**src/rtl/dphy_seq_pkg.sv**
```systemverilog
package dphy_seq_pkg;

  typedef enum logic [2:0] {
    LS_STOP    = 3'd0,
    LS_REQ     = 3'd1,
    LS_BRIDGE  = 3'd2,
    LS_HSZERO  = 3'd3,
    LS_HSRUN   = 3'd4,
    LS_HSTRAIL = 3'd5
  } lane_st_e;

  typedef struct packed {
    logic [7:0] lp_div;
    logic [7:0] dat_prep;
    logic [7:0] dat_trail;
    logic [7:0] clk_prep;
    logic [7:0] clk_zero;
    logic [7:0] clk_pre;
    logic [7:0] clk_post;
    logic [7:0] clk_trail;
  } seq_times_t;

  function automatic logic [7:0] at_least_one(input logic [7:0] v);
    return (v == 8'd0) ? 8'd1 : v;
  endfunction

endpackage

```
**src/rtl/dphy_seq_fields.sv**
```systemverilog
module dphy_seq_fields
  import dphy_seq_pkg::*;
(
  input  logic [31:0] ctrl_word,
  input  logic [31:0] data_time_word,
  input  logic [31:0] clk_time_word,
  input  logic [31:0] clk_trail_word,
  output seq_times_t  times,
  output logic        enable,
  output logic [1:0]  lane_field
);

  // Field positions are fixed by R11 and the control word layout
  assign enable          = ctrl_word[0];
  assign lane_field      = ctrl_word[5:4];
  assign times.dat_trail = data_time_word[31:24];
  assign times.dat_prep  = data_time_word[23:16];
  assign times.lp_div    = data_time_word[7:0];
  assign times.clk_post  = clk_time_word[31:24];
  assign times.clk_pre   = clk_time_word[23:16];
  assign times.clk_zero  = clk_time_word[15:8];
  assign times.clk_prep  = clk_time_word[7:0];
  assign times.clk_trail = clk_trail_word[7:0];

  logic unused_bits;
  assign unused_bits = ^{ctrl_word[31:6], ctrl_word[3:1],
                         data_time_word[15:8], clk_trail_word[31:8]};

endmodule

```
**src/rtl/dphy_clk_lane.sv**
```systemverilog
module dphy_clk_lane
  import dphy_seq_pkg::*;
(
  input  logic       clk,
  input  logic       rst_n,
  input  logic       enable,
  input  logic       cont_mode,
  input  logic       burst_pend,
  input  logic       data_idle,
  input  seq_times_t times,
  output lane_st_e   st_o,
  output logic       pre_done_o
);

  lane_st_e   st_q;
  logic [7:0] cnt_q;
  logic [7:0] post_q;
  logic       pre_q;
  logic       cont_on;
  logic       leave_ok;

  assign cont_on  = cont_mode & enable;
  assign leave_ok = pre_q & ~burst_pend & data_idle & ~cont_on;

  always_ff @(posedge clk or negedge rst_n) begin
    if (!rst_n) begin
      st_q   <= LS_STOP;
      cnt_q  <= 8'd0;
      post_q <= 8'd0;
      pre_q  <= 1'b0;
    end else begin
      case (st_q)
        LS_STOP: begin
          if (enable && (burst_pend || cont_mode)) begin
            st_q  <= LS_REQ;
            cnt_q <= at_least_one(times.lp_div) - 8'd1;
          end
        end
        LS_REQ: begin
          if (cnt_q == 8'd0) begin
            st_q  <= LS_BRIDGE;
            cnt_q <= at_least_one(times.clk_prep) - 8'd1;
          end else begin
            cnt_q <= cnt_q - 8'd1;
          end
        end
        LS_BRIDGE: begin
          if (cnt_q == 8'd0) begin
            st_q  <= LS_HSZERO;
            cnt_q <= at_least_one(times.clk_zero) - 8'd1;
          end else begin
            cnt_q <= cnt_q - 8'd1;
          end
        end
        LS_HSZERO: begin
          if (cnt_q == 8'd0) begin
            st_q   <= LS_HSRUN;
            cnt_q  <= at_least_one(times.clk_pre) - 8'd1;
            pre_q  <= 1'b0;
            post_q <= 8'd0;
          end else begin
            cnt_q <= cnt_q - 8'd1;
          end
        end
        LS_HSRUN: begin
          if (!pre_q) begin
            if (cnt_q == 8'd0) pre_q <= 1'b1;
            else               cnt_q <= cnt_q - 8'd1;
          end
          if (leave_ok) begin
            if (post_q == at_least_one(times.clk_post) - 8'd1) begin
              st_q   <= LS_HSTRAIL;
              cnt_q  <= at_least_one(times.clk_trail) - 8'd1;
              pre_q  <= 1'b0;
              post_q <= 8'd0;
            end else begin
              post_q <= post_q + 8'd1;
            end
          end else begin
            post_q <= 8'd0;
          end
        end
        LS_HSTRAIL: begin
          if (cnt_q == 8'd0) st_q <= LS_STOP;
          else               cnt_q <= cnt_q - 8'd1;
        end
        default: st_q <= LS_STOP;
      endcase
    end
  end

  assign st_o       = st_q;
  assign pre_done_o = pre_q;

  AST_CLK_ENABLE_GATE: assert property (@(posedge clk) disable iff (!rst_n)
    (st_q == LS_STOP && !enable) |=> (st_q == LS_STOP));

  AST_CLK_CONT_HOLD: assert property (@(posedge clk) disable iff (!rst_n)
    (cont_on && st_q == LS_HSRUN) |=> (st_q == LS_HSRUN));

  AST_CLK_STATE_LEGAL: assert property (@(posedge clk) disable iff (!rst_n)
    (st_q <= LS_HSTRAIL));

endmodule

```
**src/rtl/dphy_data_lanes.sv**
```systemverilog
module dphy_data_lanes
  import dphy_seq_pkg::*;
#(
  parameter int DATA_ZERO_CYCLES = 8
) (
  input  logic       clk,
  input  logic       rst_n,
  input  logic       enable,
  input  logic       burst_start,
  input  logic       burst_end,
  input  logic       clk_pre_done,
  input  logic [1:0] lane_field,
  input  seq_times_t times,
  output lane_st_e   st_o,
  output logic       pend_o,
  output logic       ready_o,
  output logic [1:0] act_o
);

  localparam logic [7:0] ZERO_LOAD = 8'(DATA_ZERO_CYCLES - 1);

  lane_st_e   st_q;
  logic [7:0] cnt_q;
  logic       pend_q;
  logic       end_q;
  logic [1:0] act_q;
  logic       early_phase;

  assign early_phase = (st_q == LS_REQ) || (st_q == LS_BRIDGE) || (st_q == LS_HSZERO);

  // Pending start: a new request wins over the clear on departure
  always_ff @(posedge clk or negedge rst_n) begin
    if (!rst_n)                                   pend_q <= 1'b0;
    else if (burst_start && enable)               pend_q <= 1'b1;
    else if (st_q == LS_STOP && clk_pre_done)     pend_q <= 1'b0;
  end

  // End request held until HS-data is reached
  always_ff @(posedge clk or negedge rst_n) begin
    if (!rst_n)                          end_q <= 1'b0;
    else if (st_q == LS_HSRUN)           end_q <= 1'b0;
    else if (burst_end && early_phase)   end_q <= 1'b1;
  end

  always_ff @(posedge clk or negedge rst_n) begin
    if (!rst_n) begin
      st_q  <= LS_STOP;
      cnt_q <= 8'd0;
      act_q <= 2'd0;
    end else begin
      case (st_q)
        LS_STOP: begin
          if (pend_q && clk_pre_done) begin
            st_q  <= LS_REQ;
            cnt_q <= at_least_one(times.lp_div) - 8'd1;
            act_q <= lane_field;
          end
        end
        LS_REQ: begin
          if (cnt_q == 8'd0) begin
            st_q  <= LS_BRIDGE;
            cnt_q <= at_least_one(times.dat_prep) - 8'd1;
          end else begin
            cnt_q <= cnt_q - 8'd1;
          end
        end
        LS_BRIDGE: begin
          if (cnt_q == 8'd0) begin
            st_q  <= LS_HSZERO;
            cnt_q <= ZERO_LOAD;
          end else begin
            cnt_q <= cnt_q - 8'd1;
          end
        end
        LS_HSZERO: begin
          if (cnt_q == 8'd0) st_q <= LS_HSRUN;
          else               cnt_q <= cnt_q - 8'd1;
        end
        LS_HSRUN: begin
          if (end_q || burst_end) begin
            st_q  <= LS_HSTRAIL;
            cnt_q <= at_least_one(times.dat_trail) - 8'd1;
          end
        end
        LS_HSTRAIL: begin
          if (cnt_q == 8'd0) st_q <= LS_STOP;
          else               cnt_q <= cnt_q - 8'd1;
        end
        default: st_q <= LS_STOP;
      endcase
    end
  end

  assign st_o    = st_q;
  assign pend_o  = pend_q;
  assign act_o   = act_q;
  assign ready_o = (st_q == LS_HSRUN) && !end_q;

  AST_DATA_WAITS_PRE: assert property (@(posedge clk) disable iff (!rst_n)
    (st_q == LS_STOP) |=> (st_q != LS_REQ || $past(clk_pre_done)));

  AST_TRAIL_AFTER_HS: assert property (@(posedge clk) disable iff (!rst_n)
    (st_q == LS_HSTRAIL) |-> ($past(st_q) == LS_HSRUN || $past(st_q) == LS_HSTRAIL));

endmodule

```
**src/rtl/dphy_lane_seq.sv**
```systemverilog
module dphy_lane_seq
  import dphy_seq_pkg::*;
#(
  parameter int NUM_LANES        = 4,
  parameter int DATA_ZERO_CYCLES = 8
) (
  input  logic                       clk,
  input  logic                       rst_n,
  input  logic [31:0]                ctrl_word,
  input  logic [31:0]                data_time_word,
  input  logic [31:0]                clk_time_word,
  input  logic [31:0]                clk_trail_word,
  input  logic                       clk_cont,
  input  logic                       burst_start,
  input  logic                       burst_end,
  output logic [2:0]                 clk_lane_st,
  output logic [NUM_LANES*3-1:0]     data_lane_st,
  output logic                       hs_ready
);

  localparam int ST_W = 3;

  seq_times_t times;
  logic       enable;
  logic [1:0] lane_field;
  lane_st_e   clk_st;
  lane_st_e   dat_st;
  logic       pre_done;
  logic       pend;
  logic [1:0] act;

  dphy_seq_fields u_fields (
    .ctrl_word      (ctrl_word),
    .data_time_word (data_time_word),
    .clk_time_word  (clk_time_word),
    .clk_trail_word (clk_trail_word),
    .times          (times),
    .enable         (enable),
    .lane_field     (lane_field)
  );

  dphy_clk_lane u_clk (
    .clk        (clk),
    .rst_n      (rst_n),
    .enable     (enable),
    .cont_mode  (clk_cont),
    .burst_pend (pend),
    .data_idle  (dat_st == LS_STOP),
    .times      (times),
    .st_o       (clk_st),
    .pre_done_o (pre_done)
  );

  dphy_data_lanes #(.DATA_ZERO_CYCLES(DATA_ZERO_CYCLES)) u_data (
    .clk          (clk),
    .rst_n        (rst_n),
    .enable       (enable),
    .burst_start  (burst_start),
    .burst_end    (burst_end),
    .clk_pre_done (pre_done),
    .lane_field   (lane_field),
    .times        (times),
    .st_o         (dat_st),
    .pend_o       (pend),
    .ready_o      (hs_ready),
    .act_o        (act)
  );

  assign clk_lane_st = clk_st;

  for (genvar i = 0; i < NUM_LANES; i++) begin : g_lane
    localparam logic [1:0] IDX = 2'(i);
    assign data_lane_st[i*ST_W +: ST_W] = (IDX <= act) ? dat_st : LS_STOP;
  end

  AST_CLK_HS_DURING_DATA: assert property (@(posedge clk) disable iff (!rst_n)
    (dat_st != LS_STOP) |-> (clk_st == LS_HSRUN));

  AST_READY_NEEDS_CLK: assert property (@(posedge clk) disable iff (!rst_n)
    hs_ready |-> (clk_st == LS_HSRUN));

endmodule

```
**config.mk**
```make
export PLATFORM = sky130hd
export DESIGN_NAME = dphy_lane_seq
export DESIGN_NICKNAME = d
export VERILOG_FILES = /design/src/rtl/dphy_seq_pkg.sv /design/src/rtl/dphy_seq_fields.sv /design/src/rtl/dphy_clk_lane.sv /design/src/rtl/dphy_data_lanes.sv /design/src/rtl/dphy_lane_seq.sv
export SDC_FILE = /design/constraint.sdc
export NUM_CORES = 1
export LEC_CHECK = 0
export ABC_AREA = 1
export BUFFER_PORTS_ARGS = -buffer_cell sky130_fd_sc_hd__buf_2
export CAP_MARGIN = 30
export CORE_UTILIZATION = 47
export CTS_CLUSTER_DIAMETER = 40
export DETAILED_ROUTE_END_ITERATION = 8
export MAX_ROUTING_LAYER = met4
export PLACE_DENSITY = 0.77
export REMOVE_ABC_BUFFERS = 1
export SLEW_MARGIN = 20
export SYNTH_ARGS = -nofsm -noshare
export SYNTH_HDL_FRONTEND = slang
export SYNTH_SLANG_ARGS = --single-unit
```
**constraint.sdc**
```tcl
create_clock -name clk -period 1.8 [get_ports clk]
set_clock_uncertainty 0.1 [all_clocks]
set_input_delay 0.36 -clock clk [delete_from_list [all_inputs] [get_ports clk]]
set_output_delay 0.36 -clock clk [all_outputs]
set_load 0.005 [all_outputs]
```
# After elaboration in Yosys (flattened, before gate mapping)
# Index checks and enable logic that the tools add are counted.
dict set report classes {
  add_sub_neg 11
  n_lt_le_gt_ge 4
  eq_ne 25
  mux 56
  bitwise 6
  reduce_logical 35
}
# cell count
set ops {}
lappend ops {{$mux W8} 24}
lappend ops {{$logic_not A8 Y1} 10}
lappend ops {{$sub A8 B1 Y8 const B} 10}
lappend ops {{$mux W3} 17}
lappend ops {{$pmux W8 S6} 1}
lappend ops {{$pmux W8 S5} 1}
lappend ops {{$pmux W3 S6} 2}
lappend ops {{$ne A2 B1 Y1 const B} 9}
lappend ops {{$pmux W8 S2} 1}
lappend ops {{$eq A3 B2 Y1 const B} 4}
lappend ops {{$eq A3 B3 Y1 const B} 4}
lappend ops {{$ne A2 B2 Y1 const B} 5}
lappend ops {{$mux W1} 9}
lappend ops {{$add A8 B1 Y8 const B} 1}
lappend ops {{$eq A8 B8 Y1} 1}
lappend ops {{$reduce_and A7 Y1} 1}
lappend ops {{$eq A3 B1 Y1 const B} 2}
lappend ops {{$logic_and A1 B1 Y1} 6}
lappend ops {{$logic_not A3 Y1} 2}
lappend ops {{$reduce_and A2 Y1} 3}
lappend ops {{$reduce_and A6 Y1} 1}
lappend ops {{$reduce_bool A2 Y1} 3}
lappend ops {{$reduce_bool A6 Y1} 1}
lappend ops {{$reduce_bool A5 Y1} 1}
lappend ops {{other kinds (9)} 18}
dict set report totals {
  register_bits 35
  in_bits 133
  output_inout_bits 16
  wordCells 146
}

# Logic depth before layout (Yosys ltp)
# Gate-level depths: netlist of the first run.
dict set report depth {
  word_depth 7
  ltp_mapped 20
  ltp_nobuf 20
}

# Hierarchy
# From an unflattened synthesis of the first run, not the netlist that was laid out.
dict set report hier_totals {
  hier_cells 817
  hier_area_um2 5082.4
}
# module instances cells_per_inst area_per_inst_um2 seq_area_each_um2
set by_module_without_submodules {}
lappend by_module_without_submodules {dphy_clk_lane 1 466 2810.2 500.5}
lappend by_module_without_submodules {dphy_data_lanes 1 265 1697.9 375.4}
lappend by_module_without_submodules {dphy_seq_fields 1 67 503.0 0.0}
lappend by_module_without_submodules {dphy_lane_seq 1 19 71.3 0.0}

# Least setup slack after synthesis of the first run
# Ideal clock, no wire load.
dict set report synth_timing {
  path_kind {input to register}
  from {input port clk_time_word[27]}
  to {register u_clk.st_q[2] (netlist: u_clk.st_o[2])}
  setup_time_ns 0.117
  t_arrival_ns 2.111
  required_time_ns 1.583
  slack_ns -0.528
  path_stages 15
  n_path_buf 0
  cell_sequence {nor2_2 nand2_2 nor2_4 nor2_4 ha_1 xor2_1 o21ai_1 nor2_2 nand2_2 nor2_4 nand4_4 nand2_4 nand3b_4 o21ai_1 inv_1}
}
dict set report synth_between {
  elab_chain_len 6
}
# item line_no
set synth_lines {}
lappend synth_lines {{from (decl)} dphy_lane_seq.sv:11} ;# input logic [31:0] clk_time_word,
lappend synth_lines {{$logic_not A8 Y1} dphy_seq_pkg.sv:24} ;# return (v == 8'd0) ? 8'd1 : v;
lappend synth_lines {{$mux W8 *} dphy_seq_pkg.sv:24}
lappend synth_lines {{$sub A8 B1 Y8 *} dphy_clk_lane.sv:71} ;# if (post_q == at_least_one(times.clk_post) - 8'd1) begin
lappend synth_lines {{$eq A8 B8 Y1 *} dphy_clk_lane.sv:71}
lappend synth_lines {{$ne A2 B1 Y1 (no line) *} n/a}
lappend synth_lines {{$reduce_and A7 Y1 (no line) *} n/a}
lappend synth_lines {{to (signal assigned)} dphy_clk_lane.sv:72} ;# st_q <= LS_HSTRAIL;
lappend synth_lines {{to (signal assigned)} dphy_clk_lane.sv:84} ;# if (cnt_q == 8'd0) st_q <= LS_STOP;
lappend synth_lines {{to (signal assigned)} dphy_clk_lane.sv:87} ;# default: st_q <= LS_STOP;
lappend synth_lines {{to (decl)} dphy_clk_lane.sv:15} ;# lane_st_e st_q;
# Every way passes the cells marked *; elsewhere a longest branch is shown, timed or not.
# A chain may end at the register's enable or synchronous reset.

# Worst setup path after layout of the first run
dict set report layout_timing {
  from {input port clk_time_word[31]}
  to {register u_clk.cnt_q[0]}
}
dict set report layout_between {
  elab_chain_len 7
}
# item line_no
set layout_lines {}
lappend layout_lines {{$logic_not A8 Y1} dphy_seq_pkg.sv:24}
lappend layout_lines {{$mux W8 *} dphy_seq_pkg.sv:24}
lappend layout_lines {{$sub A8 B1 Y8 *} dphy_clk_lane.sv:71}
lappend layout_lines {{$eq A8 B8 Y1 *} dphy_clk_lane.sv:71}
lappend layout_lines {{$mux W8 *} dphy_clk_lane.sv:71}
lappend layout_lines {{$mux W8 *} dphy_clk_lane.sv:70} ;# if (leave_ok) begin
lappend layout_lines {{$pmux W8 S6 *} dphy_clk_lane.sv:32} ;# case (st_q)
lappend layout_lines {{to (signal assigned)} dphy_clk_lane.sv:36} ;# cnt_q <= at_least_one(times.lp_div) - 8'd1;
lappend layout_lines {{to (signal assigned)} dphy_clk_lane.sv:68} ;# else cnt_q <= cnt_q - 8'd1;
lappend layout_lines {{to (signal assigned)} dphy_clk_lane.sv:73} ;# cnt_q <= at_least_one(times.clk_trail) - 8'd1;
lappend layout_lines {{to (decl)} dphy_clk_lane.sv:16} ;# logic [7:0] cnt_q;
# Marked as above.

==> impl_metrics.xml, run 1 <==
<?xml version="1.0" encoding="UTF-8"?>
<metrics>
  <group name="detailed_routing">
    <metric name="drt_iter0_markers" unit="">539</metric>
    <metric name="detail_route.vias_per_cell" unit="">5.480</metric>
    <metric name="number_of_design_rule_violations_left_after_detail_routing" unit="">0</metric>
    <metric name="routed_wl" unit="mm">17.02</metric>
    <metric name="avgRoutedWirePerCell" unit="um">15.05</metric>
    <metric name="drt_first_pass_iters" unit="">6</metric>
    <metric name="final_antenna_net_count" unit="">0</metric>
    <metric name="vias" unit="">6198</metric>
  </group>
  <group name="synthesis">
    <metric name="synth-async-reset-ratio" unit="%">100.0</metric>
    <metric name="yosysMostFrequentCell" unit="">sky130_fd_sc_hd__nand2_1</metric>
    <metric name="netlist_instances" unit="">731</metric>
    <metric name="synthesis.yosys.warnings" unit="">0</metric>
    <metric name="synth.avg_cell_area" unit="um2">6.004</metric>
    <metric name="yosysSeqAreaShare" unit="%">19.95</metric>
    <metric name="synth_adder_area_share" unit="%">3.991</metric>
    <metric name="synthMuxAreaShare" unit="%">0.7412</metric>
    <metric name="yosys.area_share.xor_xnor" unit="%">7.782</metric>
    <metric name="yosys.area_share.simple" unit="%">43.39</metric>
    <metric name="synth_area_leaders" unit="">sky130_fd_sc_hd__dfrtp_1, sky130_fd_sc_hd__nand2_1, sky130_fd_sc_hd__nand3_1</metric>
    <metric name="synth.top_cell.area_share" unit="%">19.95</metric>
    <metric name="synth.top_cells.by_count" unit="">sky130_fd_sc_hd__nand2_1, sky130_fd_sc_hd__inv_1, sky130_fd_sc_hd__nand3_1</metric>
    <metric name="synth_flop_cell" unit="">sky130_fd_sc_hd__dfrtp_1</metric>
    <metric name="synth-seq-cells" unit="">35</metric>
    <metric name="synth_area_leader_cell" unit="">sky130_fd_sc_hd__dfrtp_1</metric>
    <metric name="synth_compound_gate_area_share" unit="%">13.54</metric>
    <metric name="synth_top_family_by_area" unit="">simple AND/OR/NAND/NOR gates</metric>
    <metric name="post_synth_instance_area" unit="um2">4389</metric>
    <metric name="edff_count_synth" unit="">0</metric>
    <metric name="synthDistinctLibCells" unit="">44</metric>
  </group>
  <group name="run">
    <metric name="cap_viol_max_count" unit="">0</metric>
  </group>
  <group name="clocking">
    <metric name="cts.path.max_buffers" unit="">2</metric>
    <metric name="clock_tree.htree_level_count" unit="">2</metric>
    <metric name="cts_hold_buf" unit="">0</metric>
    <metric name="cts-root-buf" unit="">sky130_fd_sc_hd__clkbuf_8</metric>
    <metric name="clock_insertion_delay_worst_skew" unit="ns">0.31</metric>
    <metric name="cts.sinks" unit="">35</metric>
    <metric name="clk_transition_reported_paths" unit="ns">0.09</metric>
    <metric name="tritoncts" unit="">built</metric>
    <metric name="cts-buffers-inserted" unit="">5</metric>
  </group>
  <group name="global_routing">
    <metric name="number_of_antenna_violations_at_the_first_check_in_global_routing" unit="">0</metric>
    <metric name="groute.usage.overall" unit="%">33.66</metric>
    <metric name="grt_max_degree" unit="">36</metric>
    <metric name="grt_pass1_wl" unit="mm">26.01</metric>
    <metric name="grt.overflow.total" unit="">0</metric>
    <metric name="grt_pass1_vias" unit="">6007</metric>
  </group>
  <group name="power">
    <metric name="leakagePower" unit="nW">3.699</metric>
    <metric name="power.share.switching" unit="%">50.35</metric>
    <metric name="clock_power_share" unit="%">6.8</metric>
    <metric name="pwr-share-seq" unit="%">15.4</metric>
    <metric name="internal_power" unit="mW">4.620</metric>
    <metric name="power-per-cell-area" unit="nW/um2">1315</metric>
    <metric name="power.net_switching" unit="mW">4.686</metric>
    <metric name="vdd.ir_drop.worst" unit="uV">1024</metric>
    <metric name="pwr-share-comb" unit="%">77.8</metric>
  </group>
  <group name="setup_path">
    <metric name="crit_slowest_cell" unit="">sky130_fd_sc_hd__nor2_4</metric>
    <metric name="crit_path_max_fanout" unit="">6</metric>
    <metric name="crit_type" unit="">in -&gt; reg</metric>
    <metric name="path_buf_inv" unit="">3</metric>
    <metric name="cp_data_arrival_time" unit="ns">2.33</metric>
    <metric name="critical_path.most_common_cell" unit="">sky130_fd_sc_hd__nand2_1</metric>
    <metric name="critical_path.startpoint_type" unit="">input pin</metric>
    <metric name="critical_path.top_delay_family" unit="">simple AND/OR/NAND/NOR gates</metric>
    <metric name="critPathMaxStageDelay" unit="ns">0.19</metric>
    <metric name="worst_setup_path_end_kind" unit="">register</metric>
    <metric name="critical_path_required" unit="ns">1.89</metric>
    <metric name="timing.critical_path.cells" unit="">buf_2, inv_2, nand3_2, nor2_4, nor2_4, ha_4, inv_1, nand2_1, nand2_1, nand2_2, nand3_1, nor2_2, nand2_2, nor2_4, nand3_4, nor2_4, nand2_1, nand3_1, nand2_1, nand2_1, nand2_1</metric>
  </group>
  <group name="timing">
    <metric name="report.final.setup_viol" unit="">29</metric>
    <metric name="worstMarginPinSlew" unit="ns">0.5048</metric>
    <metric name="setup_repair_after_global_routing_missed_its_margin" unit="">yes</metric>
    <metric name="slew_headroom" unit="%">66.35</metric>
    <metric name="timing.fmax" unit="MHz">446.2</metric>
    <metric name="final.setup.worst_slack" unit="ns">-0.4413</metric>
    <metric name="number_of_max_slew_violations_in_the_final_report" unit="">0</metric>
    <metric name="hold_violations" unit="">6</metric>
    <metric name="fin_hold_ws" unit="ns">-0.01199</metric>
    <metric name="period_minus_slack" unit="ns">2.241</metric>
    <metric name="fin_crit_sh" unit="%">124.5</metric>
    <metric name="setup_total_negative_slack" unit="ns">-7.464</metric>
  </group>
  <group name="die">
    <metric name="num_rows" unit="">34</metric>
    <metric name="core_area" unit="um2">8891</metric>
    <metric name="die_area" unit="um2">9729</metric>
    <metric name="die_width" unit="um">98.64</metric>
    <metric name="floorplan.die.height" unit="um">98.64</metric>
    <metric name="io_pins" unit="">149</metric>
    <metric name="starting_density_of_the_core" unit="%">49.37</metric>
  </group>
  <group name="final_layout">
    <metric name="area_taken_by_multi_input_logic_gates" unit="um2">3461</metric>
    <metric name="area_growth_syn_to_layout" unit="%">61.17</metric>
    <metric name="layoutNonFillerInstCount" unit="">1131</metric>
    <metric name="filler_cell_count" unit="">604</metric>
    <metric name="antenna-diode-count" unit="">0</metric>
    <metric name="fin_nets" unit="">1169</metric>
    <metric name="drive_gt1_share" unit="%">41.74</metric>
    <metric name="area.sequential" unit="um2">877.1</metric>
  </group>
  <group name="placement">
    <metric name="io_buffer_count" unit="">87</metric>
    <metric name="placedCellCount" unit="">1097</metric>
    <metric name="place_congestion" unit="">0.9454</metric>
    <metric name="dp_hpwl" unit="mm">11.85</metric>
  </group>
  <group name="outcome">
    <metric name="violations_in_the_final_reports" unit="">negative hold slack, negative setup slack</metric>
    <metric name="outcome" unit="">complete, but fails checks</metric>
  </group>
  <group name="min_path">
    <metric name="hold_class" unit="">in -&gt; async</metric>
  </group>
</metrics>
[layout by cell type, fill, tap and decap left out, types with 10 or more instances in the layout]
cell                      instances
sky130_fd_sc_hd__dfrtp_1         34
sky130_fd_sc_hd__nor2_4          13
sky130_fd_sc_hd__nand3_1         64
sky130_fd_sc_hd__xor2_1          25
sky130_fd_sc_hd__a21oi_1         27
sky130_fd_sc_hd__nand2_1        191
sky130_fd_sc_hd__inv_1           93
sky130_fd_sc_hd__buf_4          195
sky130_fd_sc_hd__nand2_2         23
sky130_fd_sc_hd__nor3_1          14
sky130_fd_sc_hd__nor2_1          62
sky130_fd_sc_hd__buf_2           81
sky130_fd_sc_hd__inv_2           18
sky130_fd_sc_hd__o21ai_0         27
sky130_fd_sc_hd__xnor2_1         10
sky130_fd_sc_hd__nor2_2          10
sky130_fd_sc_hd__buf_6           11
[power by group through the flow]
stage | clock (mW) | sequential, mW | combinational, mW
floorplan | 0 | 1.44 | 3.13
global placement | 0 | 1.38 | 5.71
detailed placement | 0 | 1.39 | 5.81
CTS | 0.629 | 1.38 | 6.18
global route | 0.660 | 1.45 | 7.78
finish | 0.634 | 1.43 | 7.24
[metal layers]
layer | track usage [%] | share of wire, %
met5 | - | 0
met4 | 10.56 | 3.4
met3 | 3.333 | 6.5
met2 | 60.24 | 50
met1 | 39.78 | 40
[flip-flops by register name, indices dropped and copies added, names as in the netlist]
| register | flops |
|---|---|
| u_clk.cnt_q | 8 |
| u_clk.post_q | 8 |
| u_clk.pre_done_o | 1 |
| u_clk.st_o | 3 |
| u_data.act_o | 2 |
| u_data.cnt_q | 8 |
| u_data.end_q | 1 |
| u_data.pend_o | 1 |
| u_data.st_o | 3 |
[path summary, 6_finish.rpt]
path,startpoint,endpoint,slack (ns),cells after the start
setup / recovery,clk_time_word[31],u_clk.cnt_q[0],-0.44,21
hold / removal,rst_n,u_clk.post_q[4],-0.01,2
setup reg to reg,u_clk.cnt_q[1],u_clk.cnt_q[4],-0.36,14
hold reg to reg,u_clk.cnt_q[3],u_clk.cnt_q[3],0.46,2
max in group asynchronous,rst_n,u_data.st_o[2],1.23,2
min in group clk,burst_start,u_data.pend_o,0.16,3
[layout make-up]
| type | instances | area share (%) |
|---|---|---|
| Clock buffer | 5 | 0.9728 |
| Clock inverter | 3 | 0.3360 |
| Inverter | 114 | 6.226 |
| Multi-Input combinational cell | 575 | 48.92 |
| Sequential cell | 35 | 12.40 |
| Tap cell | 108 | 1.910 |
| Timing Repair Buffer | 291 | 29.24 |
[what timing repair did]
item,CTS,global route
endpoints found under the hold margin,0,0
setup endpoints to repair,32,34
pin swaps,30,33
setup buffers,17,13
gates resized for setup,53,68
[cell families (layout without fill, tap and decap cells)]
kind of cell             Yosys count  in the layout
adder cells (fa/ha/maj)           14             14
flip-flops                        35             35
buffers and inverters            121            413
AO/OA/AOI/OAI                    103            103
AND/OR/NAND/NOR                  416            416
XOR/XNOR                          39             39
multiplexers                       3              3
[worst register-to-register path: cells and delay by family (launching register included)]
| family | cells | cell delay (ns) |
|---|---|---|
| flip-flops | 1 | 0.43 |
| AO/OA/AOI/OAI | 1 | 0.22 |
| AND/OR/NAND/NOR | 8 | 0.73 |
| buffers and inverters | 4 | 0.43 |
| adder cells (fa/ha/maj) | 1 | 0.20 |
[per-stage QoR]
| step | setup WS [ns] | power [mW] | utilization (%) | instance area, um2 |
|---|---|---|---|---|
| finish | -0.4413 | 9.306 | 79.57 | 7074 |
| global route | -0.6241 | 9.889 | 79.57 | 7074 |
| CTS | -0.3244 | 8.195 | 75.64 | 6725 |
| detailed placement | -0.8401 | 7.200 | 70.67 | 6284 |
| global placement | -0.7511 | 7.087 | 70.67 | 6284 |
| floorplan | -0.5283 | 4.568 | - | 4352 |
No activity file was read; power rests on OpenSTA's default activity.
==> run 2, diff against run 1 <==
--- a/config.mk
+++ b/config.mk
@@ -8,11 +8,11 @@
 export ABC_AREA = 1
 export BUFFER_PORTS_ARGS = -buffer_cell sky130_fd_sc_hd__buf_2
 export CAP_MARGIN = 30
-export CORE_UTILIZATION = 47
+export CORE_UTILIZATION = 52
 export CTS_CLUSTER_DIAMETER = 40
 export DETAILED_ROUTE_END_ITERATION = 8
 export MAX_ROUTING_LAYER = met4
-export PLACE_DENSITY = 0.77
+export PLACE_DENSITY = 0.81
 export REMOVE_ABC_BUFFERS = 1
 export SLEW_MARGIN = 20
 export SYNTH_ARGS = -nofsm -noshare
==> constraint.sdc (replaced) <==
create_clock -name clk -period 2.1 [get_ports clk]
set_clock_uncertainty 0.1 [all_clocks]
set_input_delay 0.42 -clock clk [delete_from_list [all_inputs] [get_ports clk]]
set_output_delay 0.42 -clock clk [all_outputs]
set_load 0.005 [all_outputs]
==> run 2 against run 1 <==
  * The run ends with negative setup slack left
  * Sequential share of layout area up 2.0 points
  * Worst hold slack better by 0.063 ns
  * Flip-flop and latch count unchanged
  * Register-to-register slack better by 0.38 ns
  * Wire length down 15%
  * Setup slack better by 0.27 ns
  * Sequential power down 13%
  * Combinational power down 39%
  * Cell area down 14%
  * Clock power down 3%
  * Global-route usage up 0.83 points
  * Largest power group unchanged
  * Cell count down 8.7%
==> impl_metrics.xml, run 2 (synthesis gave the netlist of run 1 again) <==
<?xml version="1.0" encoding="UTF-8"?>
<metrics>
  <group name="outcome">
    <metric name="outcome" unit="">complete, but fails checks</metric>
    <metric name="violations_in_the_final_reports" unit="">negative setup slack</metric>
  </group>
  <group name="setup_path">
    <metric name="regToRegEndpoint" unit="">u_clk.cnt_q[7]</metric>
    <metric name="regToRegSetupSlack" unit="ns">0.02</metric>
    <metric name="crit_type" unit="">in -&gt; reg</metric>
    <metric name="worstRegToRegCells" unit="">15</metric>
    <metric name="cp_data_arrival_time" unit="ns">2.35</metric>
    <metric name="crit_path_max_fanout" unit="">6</metric>
    <metric name="critical_path_required" unit="ns">2.18</metric>
    <metric name="timing.rr.start" unit="">u_clk.post_q[4]</metric>
    <metric name="critical_path.startpoint_type" unit="">input pin</metric>
    <metric name="worst_setup_path_end_kind" unit="">register</metric>
  </group>
  <group name="global_routing">
    <metric name="grt_pass1_vias" unit="">5321</metric>
    <metric name="met1_track_demand_over_resource" unit="%">43.04</metric>
    <metric name="number_of_antenna_violations_at_the_first_check_in_global_routing" unit="">0</metric>
    <metric name="globalRoute.busiestLayer" unit="">met2</metric>
    <metric name="groute.usage.overall" unit="%">34.49</metric>
    <metric name="grt_max_degree" unit="">36</metric>
    <metric name="grt.met2_usage" unit="%">57.12</metric>
    <metric name="grtUsageMet3" unit="%">5.663</metric>
    <metric name="grt.overflow.total" unit="">0</metric>
    <metric name="grt_pass1_wl" unit="mm">23.68</metric>
  </group>
  <group name="clocking">
    <metric name="clock_insertion_delay_worst_skew" unit="ns">0.29</metric>
    <metric name="clk_transition_reported_paths" unit="ns">0.08</metric>
    <metric name="cts_hold_buf" unit="">0</metric>
    <metric name="cts-root-buf" unit="">sky130_fd_sc_hd__clkbuf_8</metric>
    <metric name="cts-buffers-inserted" unit="">5</metric>
    <metric name="tritoncts" unit="">built</metric>
    <metric name="cts.sinks" unit="">35</metric>
    <metric name="clock_tree.htree_level_count" unit="">2</metric>
    <metric name="cts.path.max_buffers" unit="">2</metric>
  </group>
  <group name="timing">
    <metric name="slew_headroom" unit="%">68.97</metric>
    <metric name="fin_crit_sh" unit="%">108.2</metric>
    <metric name="setup_total_negative_slack" unit="ns">-1.740</metric>
    <metric name="hold_violations" unit="">0</metric>
    <metric name="period_minus_slack" unit="ns">2.272</metric>
    <metric name="timing.fmax" unit="MHz">440.1</metric>
    <metric name="report.final.setup_viol" unit="">19</metric>
    <metric name="final.setup.worst_slack" unit="ns">-0.1722</metric>
    <metric name="fin_hold_ws" unit="ns">0.05056</metric>
    <metric name="number_of_max_slew_violations_in_the_final_report" unit="">0</metric>
    <metric name="setup_repair_after_global_routing_missed_its_margin" unit="">yes</metric>
    <metric name="worstMarginPinSlew" unit="ns">0.4654</metric>
  </group>
  <group name="detailed_routing">
    <metric name="routed_wl" unit="mm">14.46</metric>
    <metric name="vias" unit="">5682</metric>
    <metric name="final_antenna_net_count" unit="">0</metric>
    <metric name="detail_route.vias_per_cell" unit="">5.500</metric>
    <metric name="drt_iter0_markers" unit="">492</metric>
    <metric name="drt_first_pass_iters" unit="">6</metric>
    <metric name="number_of_design_rule_violations_left_after_detail_routing" unit="">0</metric>
    <metric name="avgRoutedWirePerCell" unit="um">13.99</metric>
  </group>
  <group name="final_layout">
    <metric name="layout.cells.most_common" unit="">sky130_fd_sc_hd__nand2_1</metric>
    <metric name="most-common-layout-cells" unit="">sky130_fd_sc_hd__nand2_1, sky130_fd_sc_hd__buf_4, sky130_fd_sc_hd__inv_1, sky130_fd_sc_hd__buf_2, sky130_fd_sc_hd__nor2_1</metric>
    <metric name="area_growth_syn_to_layout" unit="%">38.45</metric>
    <metric name="drive_gt1_share" unit="%">30.71</metric>
    <metric name="reg_top3" unit="">u_clk.cnt_q x8, u_clk.post_q x8, u_data.cnt_q x8</metric>
    <metric name="antenna-diode-count" unit="">0</metric>
    <metric name="filler_cell_count" unit="">670</metric>
    <metric name="layout.core_utilization" unit="%">74.33</metric>
    <metric name="area.sequential" unit="um2">877.1</metric>
    <metric name="fin_nets" unit="">1074</metric>
    <metric name="layoutNonFillerInstCount" unit="">1033</metric>
    <metric name="final_cell_area" unit="um2">6077</metric>
    <metric name="area_taken_by_multi_input_logic_gates" unit="um2">3227</metric>
  </group>
  <group name="min_path">
    <metric name="hold_class" unit="">in -&gt; async</metric>
  </group>
  <group name="power">
    <metric name="power-per-cell-area" unit="nW/um2">1034</metric>
    <metric name="internal_power" unit="mW">3.073</metric>
    <metric name="total_power" unit="mW">6.284</metric>
    <metric name="power.net_switching" unit="mW">3.211</metric>
    <metric name="vdd.ir_drop.worst" unit="uV">1028</metric>
    <metric name="pwr-share-comb" unit="%">70.4</metric>
    <metric name="leakagePower" unit="nW">3.222</metric>
    <metric name="clock_power_share" unit="%">9.8</metric>
    <metric name="pwr-share-seq" unit="%">19.7</metric>
    <metric name="power.share.switching" unit="%">51.10</metric>
  </group>
  <group name="placement">
    <metric name="dp_hpwl" unit="mm">11.34</metric>
    <metric name="io_buffer_count" unit="">87</metric>
    <metric name="placedCellCount" unit="">1020</metric>
    <metric name="place_congestion" unit="">0.9856</metric>
    <metric name="placed_area" unit="um2">5699</metric>
    <metric name="placement.setup.worst_slack" unit="ns">-0.5612</metric>
  </group>
  <group name="die">
    <metric name="num_rows" unit="">33</metric>
    <metric name="io_pins" unit="">149</metric>
    <metric name="starting_density_of_the_core" unit="%">53.69</metric>
    <metric name="floorplan.die.height" unit="um">93.88</metric>
    <metric name="core_area" unit="um2">8175</metric>
    <metric name="die_area" unit="um2">8813</metric>
    <metric name="die_width" unit="um">93.88</metric>
  </group>
  <group name="run">
    <metric name="cap_viol_max_count" unit="">0</metric>
  </group>
</metrics>
run 2: cell count changes in the layout (fill, tap and decap cells not counted), moves of 8 or more:
cell	previous run	this run
sky130_fd_sc_hd__nor2_1	62	71
sky130_fd_sc_hd__nand2_1	191	205
sky130_fd_sc_hd__buf_4	195	108
sky130_fd_sc_hd__nand2_2	23	9
sky130_fd_sc_hd__nor2_2	10	2
run 2: cell type report:
| type | instances | area share, % |
|---|---|---|
| Tap cell | 105 | 2.162 |
| Sequential cell | 35 | 14.43 |
| Inverter | 114 | 7.041 |
| Clock inverter | 3 | 0.7206 |
| Timing Repair Buffer | 196 | 21.41 |
| Multi-Input combinational cell | 575 | 53.10 |
| Clock buffer | 5 | 1.132 |
run 2: worst max path at each step:
stage                      startpoint        endpoint  slack, ns  cells past startpoint
global placement    clk_time_word[29]   u_clk.st_o[2]      -0.47                     16
floorplan           clk_time_word[27]   u_clk.st_o[2]      -0.29                     15
finish              clk_time_word[30]  u_clk.cnt_q[7]      -0.17                     21
global route        clk_time_word[28]   u_clk.st_o[2]      -0.31                     18
CTS                 clk_time_word[28]  u_clk.cnt_q[7]       -0.1                     18
detailed placement  clk_time_word[29]  u_clk.cnt_q[7]      -0.56                     18
run 2: routing by layer:
metal / share of wire (%) / vias up
met2: 49 / 272
met4: 2.5 / 0
li1: - / 2762
met3: 6.7 / 44
met1: 42 / 2604
met5: 0 / -
run 2: power groups by stage:
stage / clock [mW] / combinational (mW) / sequential [mW]
final: 0.618 / 4.43 / 1.24
after global routing: 0.645 / 4.93 / 1.26
after CTS: 0.622 / 4.26 / 1.22
after detailed placement: 0 / 4.20 / 1.22
after global placement: 0 / 4.06 / 1.22
after floorplan: 0 / 2.68 / 1.23
run 2: what timing repair did:
action,in CTS,in global routing
gates resized for setup,22,28
buffers inserted,5,1
pin swaps,17,12
endpoints found under the setup margin,20,29
run 2: critical path, stage by stage:
cell and delay, ns:
sky130_fd_sc_hd__buf_6 0.08, sky130_fd_sc_hd__inv_2 0.04, sky130_fd_sc_hd__nand3_2 0.08, sky130_fd_sc_hd__nor2_4 0.05, sky130_fd_sc_hd__nor2_4 0.14, sky130_fd_sc_hd__ha_4 0.18, sky130_fd_sc_hd__inv_1 0.04, sky130_fd_sc_hd__nand2_1 0.10
sky130_fd_sc_hd__nand2_1 0.07, sky130_fd_sc_hd__nand2_1 0.10, sky130_fd_sc_hd__nand3_2 0.11, sky130_fd_sc_hd__nor2_2 0.14, sky130_fd_sc_hd__nand2_2 0.07, sky130_fd_sc_hd__nor2_4 0.14, sky130_fd_sc_hd__nand3_4 0.10, sky130_fd_sc_hd__nor2_4 0.16
sky130_fd_sc_hd__nand2_1 0.09, sky130_fd_sc_hd__nand3_1 0.08, sky130_fd_sc_hd__nand2_1 0.06, sky130_fd_sc_hd__nand2_1 0.06, sky130_fd_sc_hd__nand2_1 0.05
